<file path="config.mk">
export PLATFORM = sky130hd
export DESIGN_NAME = fault_outcome_monitor
export DESIGN_NICKNAME = d
export VERILOG_FILES = /design/src/rtl/fom_pkg.sv /design/src/rtl/fom_cycle_counter.sv /design/src/rtl/fom_first_event.sv /design/src/rtl/fom_verdict.sv /design/src/rtl/fault_outcome_monitor.sv
export SDC_FILE = /design/constraint.sdc
export NUM_CORES = 1
export LEC_CHECK = 0
export ABC_AREA = 1
export BUFFER_PORTS_ARGS = -buffer_cell sky130_fd_sc_hd__buf_4
export CORE_UTILIZATION = 45
export CTS_CLUSTER_SIZE = 14
export DETAILED_ROUTE_END_ITERATION = 6
export PLACE_DENSITY = 0.78
export SYNTH_ARGS = -nofsm -noshare
export SYNTH_HDL_FRONTEND = slang
export SYNTH_HIERARCHICAL = 1
export SYNTH_SLANG_ARGS = --single-unit
</file>
<file path="constraint.sdc">
create_clock -name clk -period 2.1 [get_ports clk]
set_input_delay 0.21 -clock clk [delete_from_list [all_inputs] [get_ports clk]]
set_output_delay 0.21 -clock clk [all_outputs]
set_load 0.01 [all_outputs]
</file>
<file path="src/rtl/fom_pkg.sv">
package fom_pkg;

    typedef enum logic [2:0] {
        CLS_NONE   = 3'd0,
        CLS_LATENT = 3'd1,
        CLS_BUSACT = 3'd2,
        CLS_HWDET  = 3'd3
    } fom_class_e;

    typedef enum logic [1:0] {
        EXC_NONE  = 2'd0,
        EXC_BERR  = 2'd1,
        EXC_ILLEG = 2'd2
    } fom_exc_e;

    localparam int unsigned FOM_NUM_EVT = 2;
    localparam int unsigned FOM_EVT_INJ = 0;
    localparam int unsigned FOM_EVT_DIF = 1;

endpackage

</file>
<file path="src/rtl/fom_cycle_counter.sv">
module fom_cycle_counter #(
    parameter int unsigned CYC_W = 16
) (
    input  logic             clk,
    input  logic             rst_n,
    input  logic             start,
    input  logic             bus_cyc,
    input  logic             finish,
    output logic             active,
    output logic [CYC_W-1:0] count
);
    localparam logic [CYC_W-1:0] CNT_MAX = '1;

    typedef struct packed {
        logic             active;
        logic [CYC_W-1:0] cnt;
    } ctr_t;

    ctr_t ctr_d, ctr_q;

    always_comb begin
        ctr_d = ctr_q;
        if (start) begin
            ctr_d.active = 1'b1;
            ctr_d.cnt    = '0;
        end else if (ctr_q.active) begin
            if (bus_cyc && ctr_q.cnt != CNT_MAX) begin
                ctr_d.cnt = ctr_q.cnt + 1'b1;
            end
            if (finish) begin
                ctr_d.active = 1'b0;
            end
        end
    end

    always_ff @(posedge clk or negedge rst_n) begin
        if (!rst_n) begin
            ctr_q <= '0;
        end else begin
            ctr_q <= ctr_d;
        end
    end

    assign active = ctr_q.active;
    assign count  = ctr_q.cnt;

    p_step_r2: assert property (@(posedge clk) disable iff (!rst_n)
        (ctr_q.active && !start && bus_cyc && ctr_q.cnt != CNT_MAX)
        |=> (ctr_q.cnt == $past(ctr_q.cnt) + 1'b1));

    p_sat_r12: assert property (@(posedge clk) disable iff (!rst_n)
        (ctr_q.active && !start && ctr_q.cnt == CNT_MAX) |=> (ctr_q.cnt == CNT_MAX));

endmodule

</file>
<file path="src/rtl/fom_first_event.sv">
module fom_first_event #(
    parameter int unsigned CYC_W = 16
) (
    input  logic             clk,
    input  logic             rst_n,
    input  logic             clear,
    input  logic             hit,
    input  logic [CYC_W-1:0] stamp,
    output logic             seen_now,
    output logic [CYC_W-1:0] stamp_now
);
    typedef struct packed {
        logic             seen;
        logic [CYC_W-1:0] stamp;
    } evt_t;

    evt_t evt_d, evt_q;

    always_comb begin
        evt_d = evt_q;
        if (clear) begin
            evt_d = '0;
        end else if (hit && !evt_q.seen) begin
            evt_d.seen  = 1'b1;
            evt_d.stamp = stamp;
        end
    end

    always_ff @(posedge clk or negedge rst_n) begin
        if (!rst_n) begin
            evt_q <= '0;
        end else begin
            evt_q <= evt_d;
        end
    end

    // Includes an event arriving in the current cycle.
    assign seen_now  = evt_q.seen | hit;
    assign stamp_now = evt_q.seen ? evt_q.stamp : stamp;

    p_latch_once_r8: assert property (@(posedge clk) disable iff (!rst_n)
        (evt_q.seen && !clear) |=> (evt_q.seen && $stable(evt_q.stamp)));

endmodule

</file>
<file path="src/rtl/fom_verdict.sv">
module fom_verdict
    import fom_pkg::*;
#(
    parameter int unsigned CYC_W = 16
) (
    input  logic             clk,
    input  logic             rst_n,
    input  logic             finish,
    input  logic             exc_hit,
    input  logic             exc_berr,
    input  logic             store_diff,
    input  logic [CYC_W-1:0] det_cyc,
    input  logic             inj_seen,
    input  logic [CYC_W-1:0] inj_cyc,
    input  logic             dif_seen,
    input  logic [CYC_W-1:0] dif_cyc,
    output logic             res_valid,
    output logic [2:0]       res_class,
    output logic [1:0]       res_exc,
    output logic [CYC_W-1:0] res_latency,
    output logic             res_diff_seen,
    output logic [CYC_W-1:0] res_first_diff
);
    typedef struct packed {
        logic             valid;
        fom_class_e       cls;
        fom_exc_e         exc;
        logic [CYC_W-1:0] lat;
        logic             dseen;
        logic [CYC_W-1:0] dcyc;
    } vrd_t;

    vrd_t vrd_d, vrd_q;

    always_comb begin
        vrd_d       = vrd_q;
        vrd_d.valid = 1'b0;
        if (finish) begin
            vrd_d.valid = 1'b1;
            vrd_d.dseen = dif_seen;
            vrd_d.dcyc  = dif_seen ? dif_cyc : '0;
            vrd_d.lat   = '0;
            vrd_d.exc   = EXC_NONE;
            if (exc_hit) begin
                vrd_d.cls = CLS_HWDET;
                vrd_d.exc = exc_berr ? EXC_BERR : EXC_ILLEG;
                if (inj_seen) begin
                    vrd_d.lat = det_cyc - inj_cyc;
                end
            end else if (dif_seen) begin
                vrd_d.cls = CLS_BUSACT;
            end else if (store_diff) begin
                vrd_d.cls = CLS_LATENT;
            end else begin
                vrd_d.cls = CLS_NONE;
            end
        end
    end

    always_ff @(posedge clk or negedge rst_n) begin
        if (!rst_n) begin
            vrd_q <= '0;
        end else begin
            vrd_q <= vrd_d;
        end
    end

    assign res_valid      = vrd_q.valid;
    assign res_class      = vrd_q.cls;
    assign res_exc        = vrd_q.exc;
    assign res_latency    = vrd_q.lat;
    assign res_diff_seen  = vrd_q.dseen;
    assign res_first_diff = vrd_q.dcyc;

    p_quiet_lat_r4: assert property (@(posedge clk) disable iff (!rst_n)
        (res_valid && res_class != CLS_HWDET) |-> (res_latency == '0 && res_exc == EXC_NONE));

    p_hold_r11: assert property (@(posedge clk) disable iff (!rst_n)
        !finish |=> ($stable(res_class) && $stable(res_latency) && !res_valid));

endmodule

</file>
<file path="src/rtl/fault_outcome_monitor.sv">
module fault_outcome_monitor
    import fom_pkg::*;
#(
    parameter int unsigned BUS_W = 16,
    parameter int unsigned CYC_W = 16
) (
    input  logic             clk,
    input  logic             rst_n,
    input  logic             run_start,
    input  logic             inj_pulse,
    input  logic             bus_cyc,
    input  logic [BUS_W-1:0] ref_bus,
    input  logic [BUS_W-1:0] obs_bus,
    input  logic             exc_berr,
    input  logic             exc_illeg,
    input  logic             run_end,
    input  logic             store_diff,
    output logic             run_active,
    output logic             res_valid,
    output logic [2:0]       res_class,
    output logic [1:0]       res_exc,
    output logic [CYC_W-1:0] res_latency,
    output logic             res_diff_seen,
    output logic [CYC_W-1:0] res_first_diff
);
    logic             live;
    logic             cyc_live;
    logic             exc_hit;
    logic             finish;
    logic [CYC_W-1:0] cyc_num;
    logic [FOM_NUM_EVT-1:0] ev_hit;
    logic [FOM_NUM_EVT-1:0] ev_seen;
    logic [CYC_W-1:0]       ev_stamp [FOM_NUM_EVT];

    // Events count only inside an active run and never in a restart cycle.
    assign live     = run_active & ~run_start;
    assign cyc_live = live & bus_cyc;
    assign exc_hit  = cyc_live & (exc_berr | exc_illeg);
    assign finish   = exc_hit | (live & run_end);

    assign ev_hit[FOM_EVT_INJ] = live & inj_pulse;
    assign ev_hit[FOM_EVT_DIF] = cyc_live & (ref_bus != obs_bus);

    fom_cycle_counter #(.CYC_W(CYC_W)) u_ctr (
        .clk     (clk),
        .rst_n   (rst_n),
        .start   (run_start),
        .bus_cyc (bus_cyc),
        .finish  (finish),
        .active  (run_active),
        .count   (cyc_num)
    );

    for (genvar e = 0; e < FOM_NUM_EVT; e++) begin : g_evt
        fom_first_event #(.CYC_W(CYC_W)) u_evt (
            .clk       (clk),
            .rst_n     (rst_n),
            .clear     (run_start),
            .hit       (ev_hit[e]),
            .stamp     (cyc_num),
            .seen_now  (ev_seen[e]),
            .stamp_now (ev_stamp[e])
        );
    end

    fom_verdict #(.CYC_W(CYC_W)) u_vrd (
        .clk            (clk),
        .rst_n          (rst_n),
        .finish         (finish),
        .exc_hit        (exc_hit),
        .exc_berr       (exc_berr),
        .store_diff     (store_diff),
        .det_cyc        (cyc_num),
        .inj_seen       (ev_seen[FOM_EVT_INJ]),
        .inj_cyc        (ev_stamp[FOM_EVT_INJ]),
        .dif_seen       (ev_seen[FOM_EVT_DIF]),
        .dif_cyc        (ev_stamp[FOM_EVT_DIF]),
        .res_valid      (res_valid),
        .res_class      (res_class),
        .res_exc        (res_exc),
        .res_latency    (res_latency),
        .res_diff_seen  (res_diff_seen),
        .res_first_diff (res_first_diff)
    );

    p_halt_r3: assert property (@(posedge clk) disable iff (!rst_n)
        (run_active && !run_start && bus_cyc && (exc_berr || exc_illeg))
        |=> (!run_active && res_valid && res_class == CLS_HWDET));

    p_berr_wins_r3: assert property (@(posedge clk) disable iff (!rst_n)
        (run_active && !run_start && bus_cyc && exc_berr) |=> (res_exc == EXC_BERR));

    p_idle_quiet_r11: assert property (@(posedge clk) disable iff (!rst_n)
        (!run_active && !run_start) |=> !res_valid);

    p_gate_r10: assert property (@(posedge clk) disable iff (!rst_n)
        (run_active && !run_start && !bus_cyc && !run_end) |=> (run_active && !res_valid));

endmodule

</file>
==> impl_results.md, run 1 <==
- Share of cells above drive strength 1: between 15 and 20%
- Worst slew pin tran: 0.611 ns
- Worst min-delay path class: input pin to flip-flop
- Synth Net Count: about 970
- Max IR drop VDD: ~0.38 mV
- WP data arrival: 2.23 ns
- Mapped cell area: 0.00595 mm2
- CTS Sinks: between 80 and 90
- Final hold vios: 0
- Sequential fraction of the synthesis area: between 30% and 40%
- Die span in y: 117 um
- Vias/cell: 4.99
- Comb power frac: 15.2%
- Clk root buf: clkbuf_16
- F_max: approximately 0.5 GHz
- Layout Nets: roughly 1,100
- Clock Latency Late Sink: between 0.3 and 0.4 ns
- CTS Buf Count: 9
- Drt drc: 0
- DR pass1 iterations: 6
- Placed Area: between 0.006 and 0.007 mm2
- R2R cell count: 13
- Pwr Density: about 580 mW/mm2
- Hold_sp: exc_berr
- Clock network fraction of total power: 43.4%
- Post-synthesis average cell area: roughly 6.6 um2
- Final core occ: between 50 and 60%
- Congestion Overflow GR: 0
- Global-route usage over all layers: a little under a quarter
- Fill cells: ~1,200
- Via Count: 5,866
- Initial core utilization: approximately 47%
- Num rows: 41
- Sw Ratio: between 20% and 30%
- Leak Pwr: approximately 4 nW
- Cells after Synth: between 900 and 1,000
- DR iter-0 viols: between 500 and 600
- Seq pwr share: 41.5%
- Register-to-Register Setup Slack: between 0.1 and 0.15 ns
- Netlist cell types: 36
- Most frequent cells in the layout: nand2_1 (334), inv_1 (131), buf_4 (104)
- Worst r2r src: g_evt[0].u_evt/evt_q[16]$_DFFE_PN0P_
- First-pass GRT wire length: between 20,000 and 25,000 um
- DRT antenna net count: 0
- Io pins: 81
- PortBufs: slightly below 80
- Diode count: 0
- Die W: 117 um
- Post-synth EDFFs: 0
- RSZ-0062 raised after global routing: true
- Setup crit start kind: flip-flop
- Area delta synth->final: 24.0%
- Crit Path Max Fanout: 27
- FF+latch area: ~0.0022 mm2
- Post-synthesis async set-or-reset flop share: 100%
- Hpwl dp: about 11,000 um
- Most common cell after layout, fill and taps aside: nand2_1
- Setup violations, final: 0
- Flops & latches, synth: 89
- Gp weighted congestion: between 0.9 and 1
- Wire per inst: approximately 13 um
- Endpoint required time on the critical path: 2.33 ns
- Yosys warning total: 6
- Final period util: a little over nine tenths
- Internal power: 3.18 mW
- Core area: around 0.013 mm2
- CTS clk-pin slew, worst paths: ~0.06 ns
- Finished Cell Area: roughly 0.0074 mm2
- Top FF cell, synth: dfrtp_1
- Post-layout min period: roughly 2 ns
- Status: completed
- CP Class: flip-flop to flip-flop
- TritonCTS clock tree: yes
- Worst setup EP type: flip-flop
- Hold Crit Depth: 2
- Die ar.: 0.0137 mm2
- Final WL: 15,400 um
- MaxCap Viol Count: 0
- Relative slew slack: about three fifths
- P_sw: 1.10 mW
- Hold slack: just under 0.08 ns
- Max-slew violations: 0
- Vias in the first global route: about 5,400
- Initial antenna violation count: 0
- Skew final: ~0.0045 ns
- Largest net degree at the start of global routing: between 40 and 50
- Hold Crit Endpoint: u_vrd/res_exc[1]$_DFFE_PN0P_
- Maximum buffer depth of the clock tree: 2
- Reg-to-reg endpoint: u_vrd/res_latency[14]$_DFFE_PN0P_
- H-tree depth: 3
- Crit. Startpoint: g_evt[0].u_evt/evt_q[16]$_DFFE_PN0P_
- Multi-input combinational cell area: approximately 0.0032 mm2
-- how the worst max path moves through the flow --
stage | end | slack (ns) | cells after the start
2_1_floorplan | u_vrd/res_latency[12]$_DFFE_PN0P_ | 0.04 | 14
4_1_cts | u_vrd/res_latency[14]$_DFFE_PN0P_ | 0.007 | 13
6_report | u_vrd/res_latency[14]$_DFFE_PN0P_ | 0.10 | 13
3_5_place_dp | u_vrd/res_latency[5]$_DFFE_PN0P_ | 0.03 | 10
3_3_place_gp | u_vrd/res_latency[5]$_DFFE_PN0P_ | 0.06 | 10
5_1_grt | u_vrd/res_latency[13]$_DFFE_PN0P_ | -0.03 | 13
-- sequential cells by signal, summed over array words and instances (netlist names) --
register and flops:
u_vrd/res_latency 16, u_ctr/active 1, u_vrd/res_exc 2, u_vrd/res_valid 1, u_ctr/count 16, g_evt.u_evt/evt_q 34
u_vrd/res_diff_seen 1, u_vrd/res_first_diff 16, u_vrd/res_class 2
-- kinds of logic after synthesis --
| group | count (synthesis) | synth area share [%] |
|---|---|---|
| simple gates | 551 | 39.1 |
| buf+inv | 173 | 12.3 |
| flops | 89 | 37.4 |
| compound gates | 71 | 6.47 |
| fa+ha+maj | 18 | 3.91 |
| xor+xnor | 5 | 0.735 |
| other cells | 1 | 0.0630 |
-- power by group through the flow --
stage / combinational [mW] / sequential, mW / clock, mW
after floorplan: 0.366 / 1.82 / 0
after global placement: 0.610 / 1.81 / 0
after global routing: 0.729 / 1.78 / 1.95
final: 0.650 / 1.78 / 1.86
after CTS: 0.623 / 1.78 / 1.87
after detailed placement: 0.619 / 1.81 / 0
-- layer usage --
metal / track usage, % / part of all wire [%] / up-vias
met5: 0 / 0 / -
met4: 8.19 / 1.9 / 0
met3: 3.91 / 6.6 / 25
met2: 38.4 / 47 / 209
met1: 30.6 / 45 / 2648
li1: - / - / 2984
-- stage by stage --
stage / worst slack, ns / total power, mW / setup TNS, ns / instances
4_1_cts: 0.00665 / 4.27 / 0 / 1174
3_3_place_gp: 0.0606 / 2.42 / 0 / 1158
5_1_grt: -0.0284 / 4.46 / -0.0284 / 1176
6_report: 0.103 / 4.29 / 0 / 1176
3_5_place_dp: 0.0349 / 2.43 / 0 / 1158
2_1_floorplan: 0.0357 / 2.19 / 0 / 908
-- critical path, cell delays in order (launching register included) --
cell,delay [ns]
dfrtp_2,0.44
buf_12,0.17
o21ai_1,0.17
inv_1,0.09
ha_4,0.28
nand2_1,0.09
nor2_1,0.11
nand2_1,0.07
nand3_2,0.09
nand2_1,0.09
nand2_1,0.09
nand2_1,0.05
nand3_1,0.06
nand2_1,0.07
-- cell type report --
class	count	area share, %
clock buffers	10	3.24
clock inverters	5	1.41
inverters	144	7.39
multi-input cells	646	43.0
flip-flops and latches	89	30.2
well taps	172	2.92
repair buffers	110	11.8
-- cell usage after synthesis, drive strengths merged (2+ instances only) --
cell type	instances	share of area (%)
a21oi	14	1.2
buf	22	2.7
clkbuf	7	0.44
clkinv	2	0.21
dfrtp	89	37
ha	17	3.6
inv	142	9.0
nand2	349	23
nand3	86	7.4
nand3b	2	0.25
nand4	14	1.5
nor2	90	6.1
nor3	6	0.69
o21ai	55	4.9
or2	3	0.32
xor2	4	0.59
-- timing repair --
item,CTS,global route
setup endpoints to repair,0,12
resized for setup,0,45
hold buffers,1,0
hold endpoints to repair,45,0
setup buffers,0,2
Note: power is estimated with default switching activity, not from simulation.
==> run 2, diff against run 1 <==
Settings changed: PLACE_DENSITY 0.78 to 0.67.
==> impl_results.md, run 2 (synthesis results as in run 1) <==
- Vias/cell: 4.93 (was 4.99)
- Wire per inst: 13.7 um (was 13.1 um)
- Die W: 117 um (unchanged)
- Max IR drop VDD: 0.356 mV (was 0.383 mV)
- Status: completed (unchanged)
- PortBufs: 79 (unchanged)
- Area delta synth->final: 29.1% (was 24.0%)
- CP Class: flip-flop to flip-flop (unchanged)
- Crit Path Max Fanout: 8 (was 27)
- Max-slew violations: 0 (unchanged)
- WP data arrival: 2.28 ns (was 2.23 ns)
- Hpwl dp: 11,100 um (was 10,900 um)
- Final core occ: 60.2% (was 57.8%)
- Reg-to-reg endpoint: u_vrd/res_latency[12]$_DFFE_PN0P_ (was u_vrd/res_latency[14]$_DFFE_PN0P_)
- Final hold vios: 0 (unchanged)
- Core area: 0.0128 mm2 (unchanged)
- Worst r2r src: g_evt[0].u_evt/evt_q[16]$_DFFE_PN0P_ (unchanged)
- DRT antenna net count: 0 (unchanged)
- Clk root buf: clkbuf_16 (unchanged)
- Worst path slowest cell: dfrtp_2 (unchanged)
- DR iter-0 viols: 381 (was 507)
- F_max: 0.489 GHz (was 0.501 GHz)
- Vias in the first global route: 5,247 (was 5,423)
- CTS Sinks: 89 (unchanged)
- Num rows: 41 (unchanged)
- Setup crit start kind: flip-flop (unchanged)
- Initial antenna violation count: 0 (unchanged)
- TritonCTS clock tree: yes (unchanged)
- Congestion Overflow GR: 0 (unchanged)
- Clock Latency Late Sink: 0.34 ns (about the same)
- Placed Area: 0.00687 mm2 (was 0.00682 mm2)
- Via Count: 5,912 (was 5,866)
- Most frequent cells in the layout: nand2_1 (323), inv_1 (128), buf_4 (122) (was nand2_1 (334), inv_1 (131), buf_4 (104))
- Share of cells above drive strength 1: 23.3% (was 19.2%)
- Skew final: 0.00852 ns (was 0.00455 ns)
- Setup WS pre-CTS: 0.0344 ns (was 0.0349 ns)
- Final WL: 16,400 um (was 15,400 um)
- Pwr Density: 545 mW/mm2 (was 581 mW/mm2)
- Hold Crit Endpoint: u_vrd/res_exc[1]$_DFFE_PN0P_ (unchanged)
- Fill cells: 1,159 (was 1,167)
- Initial core utilization: 46.6% (unchanged)
- Register-to-Register Setup Slack: 0.05 ns (was 0.10 ns)
- Hold_sp: exc_berr (unchanged)
- Critical-path cell list: buf_12, nand2_4, o21ai_2, ha_2, fa_2, inv_2, nand3_2, nand3_4, nand3_4, nand3_2, nand2_1, nand3_1, nand2_1 (was buf_12, o21ai_1, inv_1, ha_4, nand2_1, nor2_1, nand2_1, nand3_2, nand2_1, nand2_1, nand2_1, nand3_1, nand2_1)
- Die span in y: 117 um (unchanged)
- DR pass1 iterations: 5 (was 6)
- Worst setup EP type: flip-flop (unchanged)
- CTS clk-pin slew, worst paths: 0.07 ns (was 0.06 ns)
- Post-layout min period: 2.05 ns (was 2.00 ns)
- Worst slew pin tran: 0.618 ns (was 0.611 ns)
- R2R cell count: 13 (unchanged)
- Relative slew slack: 58.8% (was 59.3%)
- Global-route usage over all layers: 24.0% (was 23.2%)
- Io pins: 81 (unchanged)
- Largest register by flop count: g_evt.u_evt/evt_q (unchanged)
- H-tree depth: 3 (unchanged)
- Most common cell after layout, fill and taps aside: nand2_1 (unchanged)
- Largest net degree at the start of global routing: 49 (unchanged)
- Multi-input combinational cell area: 0.00329 mm2 (was 0.00318 mm2)
- RSZ-0062 raised after global routing: true (unchanged)
- Maximum buffer depth of the clock tree: 2 (unchanged)
- Largest register FFs: 34 (unchanged)
- Crit path largest cell delay: 0.51 ns (was 0.44 ns)
- Layout Nets: 1,080 (was 1,059)
- CTS Buf Count: 9 (unchanged)
- Gp weighted congestion: 0.882 (was 0.917)
- Leak Pwr: 4.18 nW (was 4.04 nW)
- Finished Cell Area: 0.00769 mm2 (was 0.00738 mm2)
- Hold Crit Depth: 2 (unchanged)
- Endpoint required time on the critical path: 2.33 ns (about the same)
- Drt drc: 0 (unchanged)
- FF+latch area: 0.00223 mm2 (unchanged)
- MaxCap Viol Count: 0 (unchanged)
- Final period util: 97.4% (was 95.1%)
- Final worst slack: 0.0543 ns (was 0.103 ns)
- Diode count: 0 (unchanged)
- Die ar.: 0.0137 mm2 (unchanged)
- First-pass GRT wire length: 25,100 um (was 24,800 um)
- Worst min-delay path class: input pin to flip-flop (unchanged)
- Setup violations, final: 0 (unchanged)
-- run 2: changes by cell type in the layout (fill, tap and decap cells not counted), moves of 3 or more --
cell	change
nand2_2	+10
nor2_2	+3
inv_1	-3
buf_4	+18
ha_2	-3
nand3_1	-3
clkbuf_16	+3
nor2_1	-4
nand2_1	-11
o21ai_1	-4
inv_2	+3
-- run 2: layout make-up --
| cell class | instances | area share, % |
|---|---|---|
| multi-input cells | 646 | 42.8 |
| flip-flops and latches | 89 | 29.0 |
| repair buffers | 131 | 14.2 |
| inverters | 144 | 7.09 |
| clock buffers | 10 | 3.11 |
| well taps | 172 | 2.80 |
| clock inverters | 6 | 0.976 |
-- run 2: through the flow --
step / setup TNS (ns) / power (mW) / hold slack, ns / instances
after floorplan: 0 / 2.19 / -0.0856 / 908
after global placement: 0 / 2.42 / 0.264 / 1163
after detailed placement: 0 / 2.43 / 0.262 / 1163
after CTS: 0 / 4.12 / 0.0780 / 1180
after global routing: -0.421 / 4.38 / 0.0921 / 1198
final: 0 / 4.19 / 0.0776 / 1198
-- run 2: how the worst max path moves through the flow --
stage                                               startpoint                                end  slack (ns)
final                     g_evt[0].u_evt/evt_q[16]$_DFFE_PN0P_  u_vrd/res_latency[12]$_DFFE_PN0P_        0.05
after global routing      g_evt[0].u_evt/evt_q[16]$_DFFE_PN0P_  u_vrd/res_latency[14]$_DFFE_PN0P_       -0.07
after CTS                 g_evt[0].u_evt/evt_q[16]$_DFFE_PN0P_  u_vrd/res_latency[14]$_DFFE_PN0P_        0.02
after detailed placement  g_evt[0].u_evt/evt_q[16]$_DFFE_PN0P_  u_vrd/res_latency[14]$_DFFE_PN0P_        0.03
after global placement    g_evt[0].u_evt/evt_q[16]$_DFFE_PN0P_  u_vrd/res_latency[14]$_DFFE_PN0P_        0.04
after floorplan           g_evt[0].u_evt/evt_q[16]$_DFFE_PN0P_  u_vrd/res_latency[12]$_DFFE_PN0P_        0.04
-- run 2: what timing repair did --
item                                    4_1_cts  5_1_grt
hold buffers                                  1        0
endpoints found under the setup margin        0       10
endpoints found under the hold margin        42        0
gates resized for setup                       0       72
buffers inserted                              0       14
-- run 2: critical path: cells and delay by family, from the launching register on --
| family | cells | cell delay (ns) |
|---|---|---|
| AO/OA/AOI/OAI | 1 | 0.06 |
| adder cells (fa/ha/maj) | 2 | 0.57 |
| buffers and inverters | 2 | 0.26 |
| flip-flops | 1 | 0.51 |
| AND/OR/NAND/NOR | 8 | 0.54 |
-- run 2: layer usage --
layer / vias to the layer above / GRT usage, % / part of all wire (%)
met1: 2647 / 33.0 / 47
met5: - / 0 / 0
met3: 40 / 4.33 / 5.4
met4: 0 / 8.19 / 2.6
met2: 201 / 38.1 / 45
li1: 3024 / - / -
-- run 2: where the power goes --
part | total [mW] | switching (mW) | internal [mW]
sequential | 1.78 | 0.0282 | 1.75
clock | 1.70 | 0.728 | 0.972
combinational | 0.708 | 0.426 | 0.282
total | 4.19 | 1.18 | 3.01
